[src/rtl/mei_pkg.sv]
package mei_pkg;
    localparam int XLEN      = 32;
    localparam int MIE_BIT   = 3;
    localparam int MEIP_BIT  = 11;
    localparam int CAUSE_EXT = 0;

    typedef struct packed {
        logic prev;
        logic flag;
    } latch_state_t;

    typedef struct packed {
        logic cleared;
    } ctrl_state_t;
endpackage

[src/rtl/mei_req_latch.sv]
module mei_req_latch (
    input  logic clk_i,
    input  logic rst_i,
    input  logic irq_i,
    input  logic consume_i,
    output logic req_o
);
    import mei_pkg::*;

    latch_state_t st_d, st_q;
    logic         rise;

    always_comb begin
        st_d      = st_q;
        rise      = irq_i & ~st_q.prev;
        st_d.prev = irq_i;
        // a fresh edge wins over consumption in the same cycle
        st_d.flag = rise | (st_q.flag & ~consume_i);
    end

    always_ff @(posedge clk_i) begin
        if (rst_i) begin
            st_q <= '0;
        end else begin
            st_q <= st_d;
        end
    end

    assign req_o = st_q.flag;


    edge_latched_chk: assert property (@(posedge clk_i) disable iff (rst_i)
        $rose(irq_i) |=> req_o);

    edge_beats_consume_chk: assert property (@(posedge clk_i) disable iff (rst_i)
        ($rose(irq_i) && consume_i) |=> req_o);
endmodule

[src/rtl/mei_entry_ctrl.sv]
module mei_entry_ctrl #(
    parameter int XLEN     = mei_pkg::XLEN,
    parameter int MIE_BIT  = mei_pkg::MIE_BIT,
    parameter int MEIP_BIT = mei_pkg::MEIP_BIT
) (
    input  logic            clk_i,
    input  logic            rst_i,
    input  logic            retire_i,
    input  logic            req_i,
    input  logic [XLEN-1:0] status_i,
    input  logic [XLEN-1:0] pend_i,
    output logic            take_o,
    output logic            clear_o
);
    import mei_pkg::*;

    ctrl_state_t st_d, st_q;
    logic        enabled;
    logic        already_pending;
    logic        unused_status;

    assign enabled         = status_i[MIE_BIT];
    assign already_pending = pend_i[MEIP_BIT];
    assign unused_status   = ^status_i;

    always_comb begin
        st_d    = st_q;
        take_o  = 1'b0;
        clear_o = 1'b0;
        if (retire_i) begin
            if (req_i) begin
                if (enabled && !already_pending) begin
                    take_o       = 1'b1;
                    st_d.cleared = 1'b0;
                end
            end else if (!st_q.cleared) begin
                clear_o      = 1'b1;
                st_d.cleared = 1'b1;
            end
        end
    end

    always_ff @(posedge clk_i) begin
        if (rst_i) begin
            st_q.cleared <= 1'b1;
        end else begin
            st_q <= st_d;
        end
    end


    clear_once_chk: assert property (@(posedge clk_i) disable iff (rst_i)
        clear_o |=> !clear_o);

    take_needs_enable_chk: assert property (@(posedge clk_i) disable iff (rst_i)
        take_o |-> status_i[MIE_BIT]);

    take_needs_idle_pend_chk: assert property (@(posedge clk_i) disable iff (rst_i)
        take_o |-> !pend_i[MEIP_BIT]);
endmodule

[src/rtl/mei_csr_pack.sv]
module mei_csr_pack #(
    parameter int XLEN      = mei_pkg::XLEN,
    parameter int MEIP_BIT  = mei_pkg::MEIP_BIT,
    parameter int CAUSE_EXT = mei_pkg::CAUSE_EXT
) (
    input  logic            take_i,
    input  logic            clear_i,
    input  logic [XLEN-1:0] next_pc_i,
    input  logic [XLEN-1:0] tvec_i,
    input  logic [XLEN-1:0] pend_i,
    output logic            pend_we_o,
    output logic [XLEN-1:0] pend_wdata_o,
    output logic            epc_we_o,
    output logic [XLEN-1:0] epc_wdata_o,
    output logic            cause_we_o,
    output logic [XLEN-1:0] cause_wdata_o,
    output logic            redirect_o,
    output logic [XLEN-1:0] redirect_pc_o
);
    localparam logic [XLEN-1:0] PEND_MASK = XLEN'(1) << MEIP_BIT;
    localparam logic [XLEN-1:0] CAUSE_VAL = (XLEN'(1) << (XLEN-1)) | XLEN'(CAUSE_EXT);

    always_comb begin
        pend_we_o     = take_i | clear_i;
        pend_wdata_o  = take_i ? (pend_i | PEND_MASK) : (pend_i & ~PEND_MASK);
        epc_we_o      = take_i;
        epc_wdata_o   = next_pc_i;
        cause_we_o    = take_i;
        cause_wdata_o = CAUSE_VAL;
        redirect_o    = take_i;
        redirect_pc_o = tvec_i;
    end
endmodule

[src/rtl/mei_trap_entry.sv]
module mei_trap_entry #(
    parameter int XLEN      = mei_pkg::XLEN,
    parameter int MIE_BIT   = mei_pkg::MIE_BIT,
    parameter int MEIP_BIT  = mei_pkg::MEIP_BIT,
    parameter int CAUSE_EXT = mei_pkg::CAUSE_EXT
) (
    input  logic            clk_i,
    input  logic            rst_i,
    input  logic            irq_i,
    input  logic            retire_i,
    input  logic [XLEN-1:0] next_pc_i,
    input  logic [XLEN-1:0] status_rd_i,
    input  logic [XLEN-1:0] tvec_rd_i,
    input  logic [XLEN-1:0] pend_rd_i,
    output logic            pend_we_o,
    output logic [XLEN-1:0] pend_wdata_o,
    output logic            epc_we_o,
    output logic [XLEN-1:0] epc_wdata_o,
    output logic            cause_we_o,
    output logic [XLEN-1:0] cause_wdata_o,
    output logic            redirect_o,
    output logic [XLEN-1:0] redirect_pc_o
);
    logic req;
    logic take;
    logic clear;

    mei_req_latch u_latch (
        .clk_i     (clk_i),
        .rst_i     (rst_i),
        .irq_i     (irq_i),
        .consume_i (take),
        .req_o     (req)
    );

    mei_entry_ctrl #(
        .XLEN     (XLEN),
        .MIE_BIT  (MIE_BIT),
        .MEIP_BIT (MEIP_BIT)
    ) u_ctrl (
        .clk_i    (clk_i),
        .rst_i    (rst_i),
        .retire_i (retire_i),
        .req_i    (req),
        .status_i (status_rd_i),
        .pend_i   (pend_rd_i),
        .take_o   (take),
        .clear_o  (clear)
    );

    mei_csr_pack #(
        .XLEN      (XLEN),
        .MEIP_BIT  (MEIP_BIT),
        .CAUSE_EXT (CAUSE_EXT)
    ) u_pack (
        .take_i        (take),
        .clear_i       (clear),
        .next_pc_i     (next_pc_i),
        .tvec_i        (tvec_rd_i),
        .pend_i        (pend_rd_i),
        .pend_we_o     (pend_we_o),
        .pend_wdata_o  (pend_wdata_o),
        .epc_we_o      (epc_we_o),
        .epc_wdata_o   (epc_wdata_o),
        .cause_we_o    (cause_we_o),
        .cause_wdata_o (cause_wdata_o),
        .redirect_o    (redirect_o),
        .redirect_pc_o (redirect_pc_o)
    );


    quiet_off_boundary_chk: assert property (@(posedge clk_i) disable iff (rst_i)
        !retire_i |-> !(pend_we_o || epc_we_o || cause_we_o || redirect_o));

    redirect_with_writes_chk: assert property (@(posedge clk_i) disable iff (rst_i)
        redirect_o |-> (epc_we_o && cause_we_o && pend_we_o && pend_wdata_o[MEIP_BIT]));

    redirect_target_chk: assert property (@(posedge clk_i) disable iff (rst_i)
        redirect_o |-> (redirect_pc_o == tvec_rd_i && epc_wdata_o == next_pc_i));
endmodule

[config.mk]
export PLATFORM = sky130hd
export DESIGN_NAME = mei_trap_entry
export DESIGN_NICKNAME = d
export VERILOG_FILES = /design/src/rtl/mei_pkg.sv /design/src/rtl/mei_req_latch.sv /design/src/rtl/mei_entry_ctrl.sv /design/src/rtl/mei_csr_pack.sv /design/src/rtl/mei_trap_entry.sv
export SDC_FILE = /design/constraint.sdc
export NUM_CORES = 1
export LEC_CHECK = 0
export CAP_MARGIN = 20
export CORE_MARGIN = 10
export CORE_UTILIZATION = 16
export DETAILED_ROUTE_END_ITERATION = 12
export GPL_ROUTABILITY_DRIVEN = 1
export PLACE_DENSITY = 0.8
export SLEW_MARGIN = 20
export SYNTH_ARGS = -nofsm -noshare
export SYNTH_HDL_FRONTEND = slang
export SYNTH_SLANG_ARGS = --single-unit
[constraint.sdc]
create_clock -name clk_i -period 0.83 [get_ports clk_i]
set_input_delay 0.166 -clock clk_i [delete_from_list [all_inputs] [get_ports clk_i]]
set_output_delay 0.166 -clock clk_i [all_outputs]
set_load 0.1 [all_outputs]
==> results_dict.tcl, run 1 <==
set metrics [dict create \
    path_clk_slew_ps 30 \
    drt_wl_total_mm 2.31 \
    cts.htree.levels 1 \
    grt_pass1_wl_mm 3.08 \
    final_common_cell "conb_1" \
    worstSetupStartpointType "flop" \
    fill_cells 793 \
    grt_pass1_vias 509 \
    ys_ff_latch 3 \
    via_count 402 \
    critPathRequiredTime_ps 660 \
    cts_setup_buffers 0 \
    crit_fanout 3 \
    max_freq_mhz 782 \
    place_ws_ps -597 \
    stdcell_area_sq_um 613 \
    ir_worst_vdd_uv 241 \
    synth_seq_area_share_pct 5.37 \
    coreArea_sq_um 6790 \
    overflow 0 \
    grt_max_degree 5 \
    synth.distinct_cells 11 \
    setup_viol 5 \
    dp_hpwl_mm 1.90 \
    violations "setup timing" \
    antenna_cells 0 \
    arrival_ps 1110 \
    p_leak_nw 0.284 \
    clkSinkCount 3 \
    antenna_found_initial 0 \
    fin_crit_ps 1280 \
    maxCapViolations 0 \
    initial_core_util_pct 16.5 \
    synth_cells 146 \
    clockBufferDepth 2 \
    drt_iter0_drc 8 \
    drive_gt1_share_pct 23.0 \
    grt_use_total_pct 3.83 \
    drv_slew 0 \
    min_path_type "input port to flop" \
    drc_errors 0 \
    status "finished with violations" \
    ys_warn_count 0 \
    worst_slack_ps -449 \
    clockRootBuffer "clkbuf_8" \
    dieArea_sq_um 10700 \
    placed_cell_area_sq_um 562 \
    gp_congestion 0.584 \
    die_w_microns 104 \
    synth_area_sq_um 1120 \
    final_cell_mix "conb_1 (32), buf_12 (6), inv_1 (3), clkbuf_8 (3), dlygate4sd2_1 (3)" \
    critical_path_class "flop to output pin" \
    cp-end-kind "output pin" \
    p_per_area_nw_per_um2 2220 \
    period_share_pct 154 \
    clk_latency_ps 220 \
    dieHeight_microns 104 \
    rsz0062_at_grt "yes" \
    wire_per_inst_microns 14.7 \
    nets 194 \
    syn_to_final_growth_pct -45.2 \
    io_pins 264 \
    cts_buffers 3 \
    via_per_inst 2.56 \
    holdBufCountCts 0 \
    finalClockSkew_ps 0.467 \
    cts_tree "done" \
    syn_avg_cell_area_sq_um 7.66 \
    port_buffers 10 \
    timing_hold_violations_final 0 \
    num_rows 30 \
    drtAntennaViolNets 0 \
    first_pass_iters 3 \
]
repair_timing:
action	CTS	global route
endpoints found under the setup margin	7	6
pin swaps	1	1
resized for setup	4	1
final timing paths:
path,endpoint,cells past startpoint,startpoint,slack [ps]
min,u_latch.st_q[1],2,rst_i,240
min reg2reg,u_latch.req_o,1,u_latch.st_q[1],450
max reg2reg,u_ctrl.st_q,2,u_latch.req_o,90
max,pend_we_o,3,u_latch.req_o,-450
synthesized netlist by cell type:
cell        n  area [sq um]
buf_4     130           976
dfxtp_1     3          60.1
inv_1       3          11.3
conb_1      2          7.51
nand2b_1    2          12.5
and3b_1     1          8.76
and4b_1     1          10.0
nor2_1      1          3.75
o211ai_2    1          12.5
o21bai_1    1          7.51
o32ai_1     1          8.76
registers in the layout, summed over array words and instances, names as in the netlist:
signal and flops:
u_ctrl.st_q 1, u_latch.req_o 1, u_latch.st_q 1
cells by family after synthesis:
kind of cell / synth area share (%)
and+or+nand+nor: 3.13
buffers and inverters: 88.3
AOI/OAI and AO/OA: 2.57
DFF: 5.37
other: 0.671
worst max-delay path, stage by stage, from the launching register on:
cell	delay (ps)
dfxtp_2	320
and4b_4	260
o21bai_4	130
buf_12	180
stage by stage:
stage / hold slack, ps / cells / setup TNS (ps) / power [W] / util (%)
6_report: 239 / 157 / -2190 / 0.00136 / 9.02
2_1_floorplan: 233 / 176 / -2070 / 0.00314 / -
3_5_place_dp: 333 / 153 / -3490 / 0.000928 / 8.27
5_1_grt: 265 / 157 / -2390 / 0.00141 / 9.02
4_1_cts: 333 / 157 / -2250 / 0.00137 / 8.99
3_3_place_gp: 333 / 153 / -3430 / 0.000926 / 8.27
per-layer routing:
layer / part of all wire [%] / global-route usage (%) / wire (microns) / up-vias
li1: - / - / - / 110
met1: 17 / 1.61 / 386 / 136
met2: 39 / 4.10 / 892 / 100
met3: 27 / 5.14 / 631 / 56
met4: 17 / 8.17 / 398 / 0
met5: 0 / 0 / 0 / -
area by class of cell:
class | count | area, sq um | share of cell area, %
clock buffer | 4 | 45.0 | 7.35
sequential | 3 | 61.3 | 10.0
multi-input combinational | 40 | 206 | 33.7
tap | 96 | 120 | 19.6
inverter | 3 | 11.3 | 1.84
timing repair buffer | 11 | 169 | 27.6
report_power, final:
part	switching, W	leakage [nW]	internal (W)
registers	0.00000575	0.0251	0.000155
clock network	0.0000973	0.0228	0.000328
logic	0.000712	0.237	0.0000606
total	0.000815	0.284	0.000544
(Power assumes the default switching activity.)
==> run 2: changes to the inputs <==
Settings changed: CAP_MARGIN 20 to not set, SLEW_MARGIN 20 to not set, SYNTH_HIERARCHICAL set to 1.
==> results_dict.tcl, run 2 <==
set metrics [dict create \
    status "finished with violations" \
    violations "setup timing" \
    regToRegStartpoint "u_latch/req_o" \
    power.switching_w 0.000799 \
    synth_seq_area_share_pct 5.38 \
    place_ws_ps -625 \
    clockRootBuffer "clkbuf_8" \
    num_rows 30 \
    grt_pass1_wl_mm 2.66 \
    grt_max_degree 6 \
    multi_input_area_sq_um 198 \
    grt_use_total_pct 3.14 \
    synth_common_cells "buf_4 (131), dfxtp_1 (3), conb_1 (2), nand2b_1 (2)" \
    cts_tree "done" \
    overflow 0 \
    antenna_found_initial 0 \
    synth_flop_cell "dfxtp_1" \
    fin_crit_ps 1240 \
    dp_hpwl_mm 1.69 \
    timing_hold_violations_final 0 \
    io_pins 264 \
    arrival_ps 1070 \
    stdcell_area_sq_um 642 \
    yosys.area.top_type "buf_4" \
    rsz0062_at_grt "yes" \
    via_count 391 \
    crit_fanout 3 \
    p_clk_share_pct 30.4 \
    p_int_w 0.000556 \
    synth_cells 146 \
    clk_latency_ps 210 \
    via_per_inst 2.41 \
    ys_warn_count 6 \
    gp_congestion 0.561 \
    p_comb_share_pct 57.7 \
    synth_edf_count 0 \
    drt_iter0_drc 3 \
    fill_cells 796 \
    timing.rr.end "u_ctrl/st_q" \
    die_w_microns 104 \
    drv_slew 0 \
    drtAntennaViolNets 0 \
    synth_fa_ha_area_share_pct 0 \
    grt_pass1_vias 450 \
    critical_path_class "flop to output pin" \
    cts.htree.levels 1 \
    ff2ff_setup_slack_ps -340 \
    first_pass_iters 2 \
    holdBufCountCts 0 \
    nets 199 \
    drt_wl_total_mm 2.06 \
    finalClockSkew_ps 4.51 \
    setup_viol 7 \
    worst_slack_ps -406 \
    cp-end-kind "output pin" \
    clkSinkCount 3 \
    synthMuxAreaShare_pct 0 \
    ir_worst_vdd_uv 1130 \
    synth-simple-area-share_pct 3.92 \
    swShare_pct 59.0 \
    clockBufferDepth 2 \
    synth_top_family_by_area "buffers and inverters" \
    initial_core_util_pct 16.4 \
    synth_area_sq_um 1120 \
    async_reset_ff_share_pct 0 \
    critPathRequiredTime_ps 660 \
    synth_compound_area_share_pct 1.68 \
    dieArea_sq_um 10700 \
    maxCapViolations 0 \
    port_buffers 10 \
    drc_errors 0 \
    yosysTopAreaCellShare_pct 88.0 \
    coreArea_sq_um 6790 \
    placed_cell_area_sq_um 569 \
    min_path_type "input port to output pin" \
    whs_path_depth 0 \
    antenna_cells 0 \
    p_per_area_nw_per_um2 2110 \
    wire_per_inst_microns 12.7 \
    hp-start "next_pc_i[1]" \
    drive_gt1_share_pct 31.8 \
    synth.most_common_cell "buf_4" \
    synthTopCellsByArea "buf_4 (88%), dfxtp_1 (5.4%), nand2b_1 (1.1%)" \
    rr_worst_depth 5 \
    dieHeight_microns 104 \
    final_common_cell "conb_1" \
    path_clk_slew_ps 30 \
    min_to "epc_wdata_o[1]" \
    syn_to_final_growth_pct -42.6 \
    final_cell_mix "conb_1 (32), buf_12 (6), buf_4 (6)" \
    syn_avg_cell_area_sq_um 7.65 \
    tns_ps -2310 \
    pwr-share-seq_pct 11.9 \
    synth_xor_area_share_pct 0 \
    hold_slack_ps 332 \
    p_leak_nw 0.273 \
    cts_buffers 3 \
    worstSetupStartpointType "flop" \
    synth.distinct_cells 12 \
    ys_ff_latch 3 \
    max_freq_mhz 809 \
    register_area_sq_um 61.3 \
    period_share_pct 149 \
]
## run 2: how the worst max path moves through the flow
| stage | startpoint | endpoint | slack [ps] | cells after the start |
|---|---|---|---|---|
| after floorplan | pend_rd_i[11] | pend_we_o | -190 | 3 |
| after global placement | retire_i | pend_we_o | -610 | 5 |
| after detailed placement | retire_i | pend_we_o | -630 | 5 |
| after CTS | u_latch/req_o | pend_we_o | -390 | 4 |
| after global routing | u_latch/req_o | pend_we_o | -430 | 4 |
| final | u_latch/req_o | pend_we_o | -410 | 3 |
## run 2: metal layers
metal  vias up  GRT usage [%]  routed length, microns
li1        119              -                       -
met1       141           1.18                     347
met2        71           4.28                     803
met3        60           3.10                     515
met4         0           6.85                     396
met5         -              0                       0
## run 2: metrics by stage
step | total power, W | util (%) | cells
2_1_floorplan | 0.00313 | - | 176
3_3_place_gp | 0.000920 | 8.38 | 155
3_5_place_dp | 0.000922 | 8.38 | 155
4_1_cts | 0.00135 | 9.24 | 161
5_1_grt | 0.00141 | 9.45 | 162
6_report | 0.00135 | 9.45 | 162
## run 2: worst max-delay path: stages (launching register included)
cell	delay, ps
dfxtp_2	330
nor3b_2	210
or2_4	160
buf_12	160
## run 2: logic make-up after synthesis
logic type	after synthesis
other	2
buffers and inverters	132
and+or+nand+nor	7
AOI/OAI and AO/OA	2
DFF	3
## run 2: final cells by class
cell class / count / share of cell area (%)
Timing Repair Buffer: 17 / 33.3
Inverter: 1 / 0.585
Sequential cell: 3 / 9.55
Clock buffer: 4 / 7.02
Multi-Input combinational cell: 41 / 30.8
Tap cell: 96 / 18.7
## run 2: power groups by stage
stage | registers [W] | logic (W) | clock network, W
after floorplan | 0.000158 | 0.00297 | 0
after global placement | 0.000159 | 0.000761 | 0
after detailed placement | 0.000160 | 0.000762 | 0
after CTS | 0.000159 | 0.000766 | 0.000423
after global routing | 0.000162 | 0.000797 | 0.000447
final | 0.000161 | 0.000781 | 0.000412
## run 2: timing repair
action / in CTS / in global routing
gates resized for setup: 6 / 2
endpoints found under the hold margin: 0 / 0
buffers inserted: 2 / 1
pin swaps: 3 / 3
setup endpoints to repair: 7 / 7
==> run 3: changes to the inputs <==
Settings changed: CORE_AREA set to 3 3 101 103, CORE_MARGIN 10 to not set, CORE_UTILIZATION 16 to not set, DIE_AREA set to 0 0 104 106, PLACE_DENSITY 0.8 to not set.
Clock period 0.83 ns to 1.3 ns, I/O delays scaled along.
==> results_dict.tcl, run 3 (synthesized netlist as in run 2, its figures left out) <==
set metrics [dict create \
    timing_hold_violations_final 0 \
    grt_use_total_pct 2.70 \
    dieHeight_microns 106 \
    antenna_found_initial 0 \
    status "finished with violations" \
    cts.htree.levels 1 \
    timing.rr.end "u_latch/req_o" \
    first_pass_iters 2 \
    cts_buffers 3 \
    regToRegStartpoint "u_latch/req_o" \
    finalClockSkew_ps 3.33 \
    maxCapViolations 0 \
    final_cell_mix "conb_1 (32), buf_4 (6), buf_12 (5)" \
    wire_per_inst_microns 9.01 \
    drive_gt1_share_pct 37.9 \
    clockRootBuffer "clkbuf_8" \
    clk_latency_ps 220 \
    stdcell_count 195 \
    worst_slack_ps -23.2 \
    crit_fanout 3 \
    syn_to_final_growth_pct -40.8 \
    ir_worst_vdd_uv 380 \
    drc_errors 0 \
    tns_ps -71.1 \
    p_leak_nw 0.269 \
    cp-endpoint "pend_we_o" \
    clkSinkCount 3 \
    coreArea_sq_um 9280 \
    grt_max_degree 6 \
    worstSetupStartpointType "flop" \
    clockBufferDepth 2 \
    initial_core_util_pct 12.0 \
    grt_pass1_wl_mm 2.24 \
    die_w_microns 104 \
    drt_wl_total_mm 1.76 \
    final_common_cell "conb_1" \
    rr_worst_depth 6 \
    critical_path_class "flop to output pin" \
    via_per_inst 2.00 \
    port_buffers 10 \
    overflow 0 \
    hp-start "retire_i" \
    dieArea_sq_um 11000 \
    nets 199 \
    cp-end-kind "output pin" \
    setup_viol 5 \
    period_share_pct 102 \
    dp_hpwl_mm 1.25 \
    io_pins 264 \
    rsz0062_at_grt "yes" \
    via_count 390 \
    antenna_cells 0 \
    num_rows 35 \
    max_freq_mhz 756 \
    p_per_area_nw_per_um2 1310 \
    cts_tree "done" \
    arrival_ps 1060 \
    drt_iter0_drc 3 \
    path_clk_slew_ps 30 \
    fin_crit_ps 1320 \
    cp-startpoint "u_latch/req_o" \
    hold_slack_ps 358 \
    drv_slew 0 \
    violations "setup timing" \
    grt_pass1_vias 425 \
    dp.cells 185 \
    drtAntennaViolNets 0 \
    ff2ff_setup_slack_ps 240 \
    critPathRequiredTime_ps 1040 \
    min_path_type "input port to flop" \
    gp_congestion 0.604 \
]
-- run 3: changes by cell type in the layout (fill, tap and decap cells not counted), sizes merged --
cell	previous run	this run
buf	12	15
clkdlybuf4s15	2	0
dlygate4sd2	1	0
-- run 3: per-stage QoR --
stage | setup WS (ps) | power, W | cell area (sq um) | util [%]
3_3_place_gp | -331 | 0.000577 | 568 | 6.12
4_1_cts | -11.2 | 0.000859 | 642 | 6.91
6_report | -23.2 | 0.000866 | 662 | 7.13
5_1_grt | -65.4 | 0.000897 | 662 | 7.13
2_1_floorplan | 36.7 | 0.00200 | 1230 | -
3_5_place_dp | -350 | 0.000577 | 568 | 6.12
-- run 3: where the power goes --
group | internal, W | total [W] | switching [W]
Sequential | 0.0000987 | 0.000103 | 0.00000393
Clock | 0.000209 | 0.000271 | 0.0000622
Combinational | 0.0000422 | 0.000492 | 0.000450
Total | 0.000350 | 0.000866 | 0.000516
-- run 3: cell type report --
cell class | instances | area [sq um]
Fill cell | 1102 | 8620
Inverter | 1 | 3.75
Tap cell | 129 | 161
Sequential cell | 3 | 62.6
Multi-Input combinational cell | 41 | 198
Timing Repair Buffer | 17 | 191
Clock buffer | 4 | 45.0
-- run 3: worst max-delay path: stages, from the launching register on --
cell and delay [ps]:
dfxtp_2 320, inv_2 70, nor2_4 40, or2_4 240, buf_12 170
-- run 3: how the worst min path moves through the flow --
| stage | end | depth (start not counted) |
|---|---|---|
| 2_1_floorplan | u_latch/req_o | 1 |
| 3_3_place_gp | u_ctrl/st_q | 1 |
| 3_5_place_dp | u_ctrl/st_q | 1 |
| 4_1_cts | u_ctrl/st_q | 2 |
| 5_1_grt | u_ctrl/st_q | 2 |
| 6_report | u_ctrl/st_q | 2 |
-- run 3: per-layer routing --
layer | wire length, microns | vias up | global-route usage, %
met3 | 405 | 60 | 1.88
met4 | 320 | 0 | 6.55
met5 | 0 | - | 0
met2 | 827 | 72 | 4.13
met1 | 204 | 141 | 0.802
li1 | - | 117 | -
-- run 3: timing repair --
action | in CTS | in global routing
resized for setup | 14 | 4
setup buffers | 5 | 3
cloned | 0 | 0
pin swaps | 3 | 3
hold buffers | 0 | 0
endpoints found under the setup margin | 5 | 6
